==> src/rtl/irc_pkg.sv <==
package irc_pkg;

   typedef enum logic [2:0] {
      CLS_MARK_LONG  = 3'd0,
      CLS_MARK_SHORT = 3'd1,
      CLS_SPACE_LONG = 3'd2,
      CLS_SPACE_1MS  = 3'd3,
      CLS_SPACE_2MS  = 3'd4,
      CLS_NONE       = 3'd7
   } cls_code_e;

   localparam int NUM_CLASSES = 5;

   // bounds in hundredths of a millisecond, both exclusive
   function automatic longint cls_lo_hund(input int idx);
      case (idx)
         0:       return 401;
         1:       return 50;
         2:       return 390;
         3:       return 90;
         default: return 194;
      endcase
   endfunction

   function automatic longint cls_hi_hund(input int idx);
      case (idx)
         0:       return 407;
         1:       return 56;
         2:       return 400;
         3:       return 100;
         default: return 200;
      endcase
   endfunction

   function automatic bit cls_is_mark(input int idx);
      return (idx < 2);
   endfunction

   function automatic longint hund_to_cycles(input longint hund, input longint clk_khz);
      return (hund * clk_khz) / 100;
   endfunction

endpackage

==> src/rtl/ir_line_timer.sv <==
module ir_line_timer #(
   parameter int CNT_W      = 18,
   parameter bit ACTIVE_LOW = 1'b1
) (
   input  logic             clk,
   input  logic             rst_n,
   input  logic             ir_in,
   output logic             edge_o,
   output logic             mark_o,
   output logic [CNT_W-1:0] dur_o,
   output logic             armed_o
);

   localparam logic             IDLE_LVL = ACTIVE_LOW;
   localparam logic [CNT_W-1:0] CNT_MAX  = '1;

   logic             sync1_q, sync2_q, lvl_q;
   logic [CNT_W-1:0] cnt_q;
   logic             armed_q;
   logic             chg;

   generate
      if (CNT_W < 2) begin : g_bad_width
         $error("ir_line_timer: CNT_W must be at least 2");
      end
   endgenerate

   assign chg = sync2_q ^ lvl_q;

   always_ff @(posedge clk or negedge rst_n) begin
      if (!rst_n) begin
         sync1_q <= IDLE_LVL;
         sync2_q <= IDLE_LVL;
         lvl_q   <= IDLE_LVL;
         cnt_q   <= '0;
         armed_q <= 1'b0;
      end else begin
         sync1_q <= ir_in;
         sync2_q <= sync1_q;
         lvl_q   <= sync2_q;
         if (chg) begin
            cnt_q   <= CNT_W'(1);
            armed_q <= 1'b1;
         end else if (cnt_q != CNT_MAX) begin
            cnt_q <= cnt_q + 1'b1;
         end
      end
   end

   // the interval just closed had level lvl_q
   generate
      if (ACTIVE_LOW) begin : g_act_low
         assign mark_o = ~lvl_q;
      end else begin : g_act_high
         assign mark_o = lvl_q;
      end
   endgenerate

   assign edge_o  = chg;
   assign dur_o   = cnt_q;
   assign armed_o = armed_q;

   // a level change restarts the count at one
   a_r2_restart: assert property (@(posedge clk) disable iff (!rst_n)
      chg |=> (cnt_q == CNT_W'(1)));

   // without a change the count grows by one per cycle
   a_r2_step: assert property (@(posedge clk) disable iff (!rst_n)
      (!chg && cnt_q != CNT_MAX) |=> (cnt_q == $past(cnt_q) + 1'b1));

   // the ceiling is held
   a_r6_saturate: assert property (@(posedge clk) disable iff (!rst_n)
      (!chg && cnt_q == CNT_MAX) |=> (cnt_q == CNT_MAX));

endmodule

==> src/rtl/ir_interval_classify.sv <==
module ir_interval_classify
   import irc_pkg::*;
#(
   parameter int CNT_W   = 18,
   parameter int CLK_KHZ = 50000
) (
   input  logic             mark_i,
   input  logic [CNT_W-1:0] dur_i,
   output cls_code_e        code_o
);

   localparam longint CNT_CEIL = (64'd1 << CNT_W) - 1;

   logic [NUM_CLASSES-1:0] hit;

   generate
      for (genvar g = 0; g < NUM_CLASSES; g++) begin : g_cls
         localparam longint LO_CYC = hund_to_cycles(cls_lo_hund(g), CLK_KHZ);
         localparam longint HI_CYC = hund_to_cycles(cls_hi_hund(g), CLK_KHZ);
         localparam logic [CNT_W-1:0] LO_C = CNT_W'(LO_CYC);
         localparam logic [CNT_W-1:0] HI_C = CNT_W'(HI_CYC);
         localparam logic             POL  = cls_is_mark(g);

         if (HI_CYC > CNT_CEIL) begin : g_too_narrow
            $error("ir_interval_classify: CNT_W too small for class bounds");
         end

         assign hit[g] = (mark_i == POL) && (dur_i > LO_C) && (dur_i < HI_C);
      end
   endgenerate

   always_comb begin
      code_o = CLS_NONE;
      for (int k = NUM_CLASSES - 1; k >= 0; k--) begin
         if (hit[k]) code_o = cls_code_e'(k[2:0]);
      end
   end

endmodule

==> src/rtl/ir_entry_fifo.sv <==
module ir_entry_fifo #(
   parameter int W     = 22,
   parameter int DEPTH = 16
) (
   input  logic         clk,
   input  logic         rst_n,
   input  logic         push,
   input  logic [W-1:0] wdata,
   input  logic         pop,
   output logic [W-1:0] rdata,
   output logic         not_empty,
   output logic         full
);

   localparam int PTR_W = (DEPTH > 1) ? $clog2(DEPTH) : 1;
   localparam int LVL_W = PTR_W + 1;
   localparam logic [PTR_W-1:0] LAST  = PTR_W'(DEPTH - 1);
   localparam logic [LVL_W-1:0] LVL_F = LVL_W'(DEPTH);

   generate
      if (DEPTH < 2) begin : g_bad_depth
         $error("ir_entry_fifo: DEPTH must be at least 2");
      end
   endgenerate

   logic [W-1:0]     mem [DEPTH];
   logic [PTR_W-1:0] wr_ptr, rd_ptr;
   logic [LVL_W-1:0] level;
   logic             do_push, do_pop;

   assign full      = (level == LVL_F);
   assign not_empty = (level != '0);
   assign do_push   = push && !full;
   assign do_pop    = pop && not_empty;
   assign rdata     = mem[rd_ptr];

   always_ff @(posedge clk) begin
      if (do_push) mem[wr_ptr] <= wdata;
   end

   always_ff @(posedge clk or negedge rst_n) begin
      if (!rst_n) begin
         wr_ptr <= '0;
         rd_ptr <= '0;
         level  <= '0;
      end else begin
         if (do_push) wr_ptr <= (wr_ptr == LAST) ? '0 : wr_ptr + 1'b1;
         if (do_pop)  rd_ptr <= (rd_ptr == LAST) ? '0 : rd_ptr + 1'b1;
         case ({do_push, do_pop})
            2'b10:   level <= level + 1'b1;
            2'b01:   level <= level - 1'b1;
            default: level <= level;
         endcase
      end
   end

   // popping an empty queue leaves it empty with the read side still
   a_r9_empty_pop: assert property (@(posedge clk) disable iff (!rst_n)
      (level == '0 && pop && !push) |=> (level == '0 && rd_ptr == $past(rd_ptr)));

   // occupancy never passes the depth
   a_r10_bound: assert property (@(posedge clk) disable iff (!rst_n)
      level <= LVL_F);

   // a push into a full queue is lost
   a_r8_full_drop: assert property (@(posedge clk) disable iff (!rst_n)
      (full && push && !pop) |=> (full && wr_ptr == $past(wr_ptr)));

endmodule

==> src/rtl/ir_pulse_capture.sv <==
module ir_pulse_capture
   import irc_pkg::*;
#(
   parameter int CLK_KHZ    = 50000,
   parameter int CNT_W      = 18,
   parameter int FIFO_DEPTH = 16,
   parameter bit ACTIVE_LOW = 1'b1
) (
   input  logic             clk,
   input  logic             rst_n,
   input  logic             ir_in,
   input  logic             rd_pop,
   output logic             not_empty,
   output logic [CNT_W+3:0] rd_data,
   output logic             overflow
);

   localparam int REC_W = CNT_W + 4;

   generate
      if (CLK_KHZ < 1) begin : g_bad_clk
         $error("ir_pulse_capture: CLK_KHZ must be positive");
      end
   endgenerate

   logic             chg, is_mark, armed, push, q_full;
   logic [CNT_W-1:0] dur;
   cls_code_e        code;
   logic [REC_W-1:0] rec;
   logic             ovf_q;

   ir_line_timer #(
      .CNT_W      (CNT_W),
      .ACTIVE_LOW (ACTIVE_LOW)
   ) u_timer (
      .clk     (clk),
      .rst_n   (rst_n),
      .ir_in   (ir_in),
      .edge_o  (chg),
      .mark_o  (is_mark),
      .dur_o   (dur),
      .armed_o (armed)
   );

   ir_interval_classify #(
      .CNT_W   (CNT_W),
      .CLK_KHZ (CLK_KHZ)
   ) u_class (
      .mark_i (is_mark),
      .dur_i  (dur),
      .code_o (code)
   );

   assign push = chg && armed;
   assign rec  = {is_mark, code, dur};

   ir_entry_fifo #(
      .W     (REC_W),
      .DEPTH (FIFO_DEPTH)
   ) u_fifo (
      .clk       (clk),
      .rst_n     (rst_n),
      .push      (push),
      .wdata     (rec),
      .pop       (rd_pop),
      .rdata     (rd_data),
      .not_empty (not_empty),
      .full      (q_full)
   );

   always_ff @(posedge clk or negedge rst_n) begin
      if (!rst_n)              ovf_q <= 1'b0;
      else if (push && q_full) ovf_q <= 1'b1;
   end

   assign overflow = ovf_q;

   // nothing is queued before the first level change
   a_r7_unarmed_empty: assert property (@(posedge clk) disable iff (!rst_n)
      !armed |-> !not_empty);

   // the drop flag is sticky
   a_r8_sticky: assert property (@(posedge clk) disable iff (!rst_n)
      overflow |=> overflow);

   // a completion into a full queue raises the flag
   a_r8_raise: assert property (@(posedge clk) disable iff (!rst_n)
      (push && q_full) |=> overflow);

endmodule

==> config.mk <==
export PLATFORM = sky130hd
export DESIGN_NAME = ir_pulse_capture
export DESIGN_NICKNAME = d
export VERILOG_FILES = /design/src/rtl/irc_pkg.sv /design/src/rtl/ir_line_timer.sv /design/src/rtl/ir_interval_classify.sv /design/src/rtl/ir_entry_fifo.sv /design/src/rtl/ir_pulse_capture.sv
export SDC_FILE = /design/constraint.sdc
export NUM_CORES = 1
export LEC_CHECK = 0
export BUFFER_PORTS_ARGS = -buffer_cell sky130_fd_sc_hd__buf_2
export CORE_ASPECT_RATIO = 1.2
export CORE_UTILIZATION = 56
export CTS_CLUSTER_DIAMETER = 50
export DETAILED_ROUTE_END_ITERATION = 8
export GPL_TIMING_DRIVEN = 0
export PLACE_DENSITY = 0.72
export SETUP_SLACK_MARGIN = 0.02
export SLEW_MARGIN = 40
export SYNTH_ARGS = -nofsm -noshare
export SYNTH_HDL_FRONTEND = slang
export SYNTH_SLANG_ARGS = --single-unit
==> constraint.sdc <==
create_clock -name clk -period 4.1 [get_ports clk]
set_clock_uncertainty 0.05 [all_clocks]
set_input_delay 0.41 -clock clk [delete_from_list [all_inputs] [get_ports clk]]
set_output_delay 0.41 -clock clk [all_outputs]
set_load 0.005 [all_outputs]
==> reports/results.txt <==
Clock slew at reported path FFs = 60 ps
ANT cells = 0
Fmax = 276 MHz
Worst Setup Start Kind = flip-flop
Gpl congestion = 0.897
# rows = 67
Top FF cell, synth = edfxtp_1
Initial antenna violation count = 0
DR vias = 9298
Placed cell count = 1406
Worst endpoint required time = 3640 ps
GRT Util Overall = 26.9%
Hold Crit Class = reg -> reg
Die ar. = 29000 µm²
Max-cap violation count = 0
Worst hold slack = 314 ps
Height of the die = 186 µm
Critical path endpoint category = primary output
Layout fillers = 1852
Final Max Slew Viols = 0
Root buf cell = clkbuf_16
Final period utilization = 88.2%
Post-Syn Area = 15900 µm²
DR iter-0 viols = 926
Iteration count of the initial detailed-routing pass = 5
Fin Setup TNS = 0 ps
Global-route wire length before repair = 57000 µm
Non-Filler Instances = 1473
Crit-path max FO = 10
Core Region = 27900 µm²
Peak VDD IR = 0.372 mV
DR WL/cell = 25.8 µm
Status = finished, final reports clean
Endpoints failing hold = 0
DRC viols = 0
Vias in the first global route = 9181
Detailed placer's ending HPWL = 26000 µm
DRT antenna net count = 0
Syn_nets = 950
Die extent in x = 156 µm
Global route overflow = 0
Initial Util = 56.8%
Distinct cells, synth = 51
I/O pin count = 28
Nets@finish = 1084
Cts bufs inserted = 37
Clock Latency Late Sink = 520 ps
CTS Sinks = 388
Avg Inst Size Synth = 17.0 µm²
Sequential fraction of the synthesis area = 72.4%
Buffers added on ports = 27
Tmin final = 3620 ps
Leakage = 6.18 nW
Synth warnings = 0
Worst-margin pin slew = 886 ps
P&R area growth vs syn = 15.0%
Slew HR = 40.9%
CTS tree = built
Crit Path Category = reg -> out
Post-CTS setup repair buffer count = 0
EDFF count, synth = 352
PD cells = 642 nW/µm²
Largest net degree at the start of global routing = 37
Final setup viols = 0
Max clock buf depth = 3
Number of synthesized register bits = 388
Tot Pwr = 0.0117 W
RSZ-0062 raised after global routing = false
Commonest non-fill, non-tap cell in the layout = edfxtp_1
# H-tree levels = 2
Synthesized instance count = 934
Crit path DAT = 3160 ps
Drt total wl = 38000 µm
Commonest non-fill, non-tap cells in the layout = 352 x edfxtp_1, 89 x mux2i_1, 84 x buf_2, 48 x nand2_1
Via density = 6.31
PostCTS Resize Cnt = 0
FFs w/ async S/R, synth = 9.28%
Layout cells sized above 1 = 21.9%
[worst paths after layout]
| kind | from | endpoint | slack (ps) | cells past startpoint |
|---|---|---|---|---|
| max in group asynchronous | rst_n | u_timer.lvl_q$_DFF_PN1_ | 3280 | 2 |
| max | u_fifo.rd_ptr[2]$_DFFE_PN0P_ | rd_data[6] | 480 | 8 |
| min reg2reg | u_timer.sync1_q$_DFF_PN1_ | u_timer.sync2_q$_DFF_PN1_ | 310 | 0 |
| min in group asynchronous | rst_n | u_timer.dur_o[2]$_DFFE_PN0P_ | 350 | 2 |
| min | u_timer.sync1_q$_DFF_PN1_ | u_timer.sync2_q$_DFF_PN1_ | 310 | 0 |
| max reg2reg | u_fifo.level[1]$_DFFE_PN0P_ | u_fifo.level[4]$_DFFE_PN0P_ | 840 | 11 |
[cell usage after synthesis, drive strengths merged, types with 3 or more instances]
| cell type | count | share of area, % |
|---|---|---|
| inv | 21 | 0.50 |
| edfxtp | 352 | 67 |
| nor2b | 5 | 0.20 |
| nor4 | 14 | 0.59 |
| dfrtp | 33 | 5.2 |
| o21a | 3 | 0.14 |
| a21o | 4 | 0.19 |
| mux2i | 89 | 5.6 |
| nor4b | 3 | 0.17 |
| nand3 | 11 | 0.35 |
| or4 | 3 | 0.17 |
| mux4 | 44 | 6.3 |
| buf | 28 | 0.86 |
| xor2 | 5 | 0.28 |
| nand2 | 48 | 1.1 |
| dfstp | 3 | 0.50 |
| nor2 | 31 | 0.73 |
| ha | 11 | 0.87 |
| clkbuf | 30 | 0.71 |
| and3 | 3 | 0.12 |
| a22oi | 23 | 1.1 |
| a221oi | 44 | 2.4 |
| o21ai | 37 | 1.2 |
| nand4b | 3 | 0.17 |
| a211oi | 12 | 0.60 |
| nor3 | 15 | 0.47 |
| a21oi | 14 | 0.47 |
| nand4 | 5 | 0.20 |
| xnor2 | 18 | 0.99 |
[final cells by class]
| type | instances | area, µm² | area share (%) |
|---|---|---|---|
| repair buffers | 95 | 631 | 3.46 |
| well taps | 379 | 474 | 2.60 |
| flip-flops and latches | 388 | 11500 | 63.0 |
| plain buffers | 58 | 254 | 1.39 |
| inverters | 21 | 78.8 | 0.433 |
| clock buffers | 54 | 1040 | 5.72 |
| multi-input cells | 467 | 4170 | 22.9 |
| clock inverters | 11 | 96.3 | 0.529 |
[flip-flops by register name, indices dropped and copies added, names as in the netlist]
name             flops
u_fifo.mem         352
u_fifo.wr_ptr        4
u_timer.armed_o      1
u_fifo.level         5
overflow             1
u_timer.sync2_q      1
u_timer.lvl_q        1
u_fifo.rd_ptr        4
u_timer.dur_o       18
u_timer.sync1_q      1
[routing by layer]
layer	routed length (µm)	vias up	track usage [%]
met1	15100	4763	36.7
li1	-	4012	-
met5	0	-	0
met2	19000	433	44.5
met4	1320	0	9.80
met3	2620	90	3.99
[worst max-delay path, stage by stage, from the launching register on]
cell and delay (ps):
dfrtp_1 330, clkbuf_1 380, and2_1 190, buf_2 270, clkbuf_1 680, a221oi_1 240, o21ai_0 280, nand2_1 120
buf_2 140
[through the flow]
stage	instance area, µm²	utilization, %	setup WS, ps
after floorplan	15900	-	259
after global placement	16500	59.0	-2680
after detailed placement	17100	61.1	841
after CTS	18200	65.3	534
after global routing	18200	65.3	350
final	18200	65.3	483
[power breakdown]
part	internal (W)	total (W)	switching [W]	leakage (nW)
Sequential	0.00471	0.00488	0.000165	3.55
Combinational	0.00136	0.00357	0.00221	2.08
Clock	0.00184	0.00324	0.00140	0.554
[timing repair]
action                                  CTS  global route
hold buffers                              2             0
endpoints found under the hold margin    34             0
endpoints found under the setup margin    0             0
[kinds of logic (layout without fill, tap and decap cells)]
group / Yosys count / in the layout / share of synthesized area (%)
flip-flops: 388 / 388 / 72.4
AND/OR/NAND/NOR: 152 / 152 / 4.80
multiplexers: 133 / 133 / 11.9
XOR/XNOR: 23 / 23 / 1.27
adder cells (fa/ha/maj): 12 / 12 / 0.994
buffers and inverters: 79 / 239 / 2.07
AO/OA/AOI/OAI: 147 / 147 / 6.61
(Power assumes the default switching activity.)
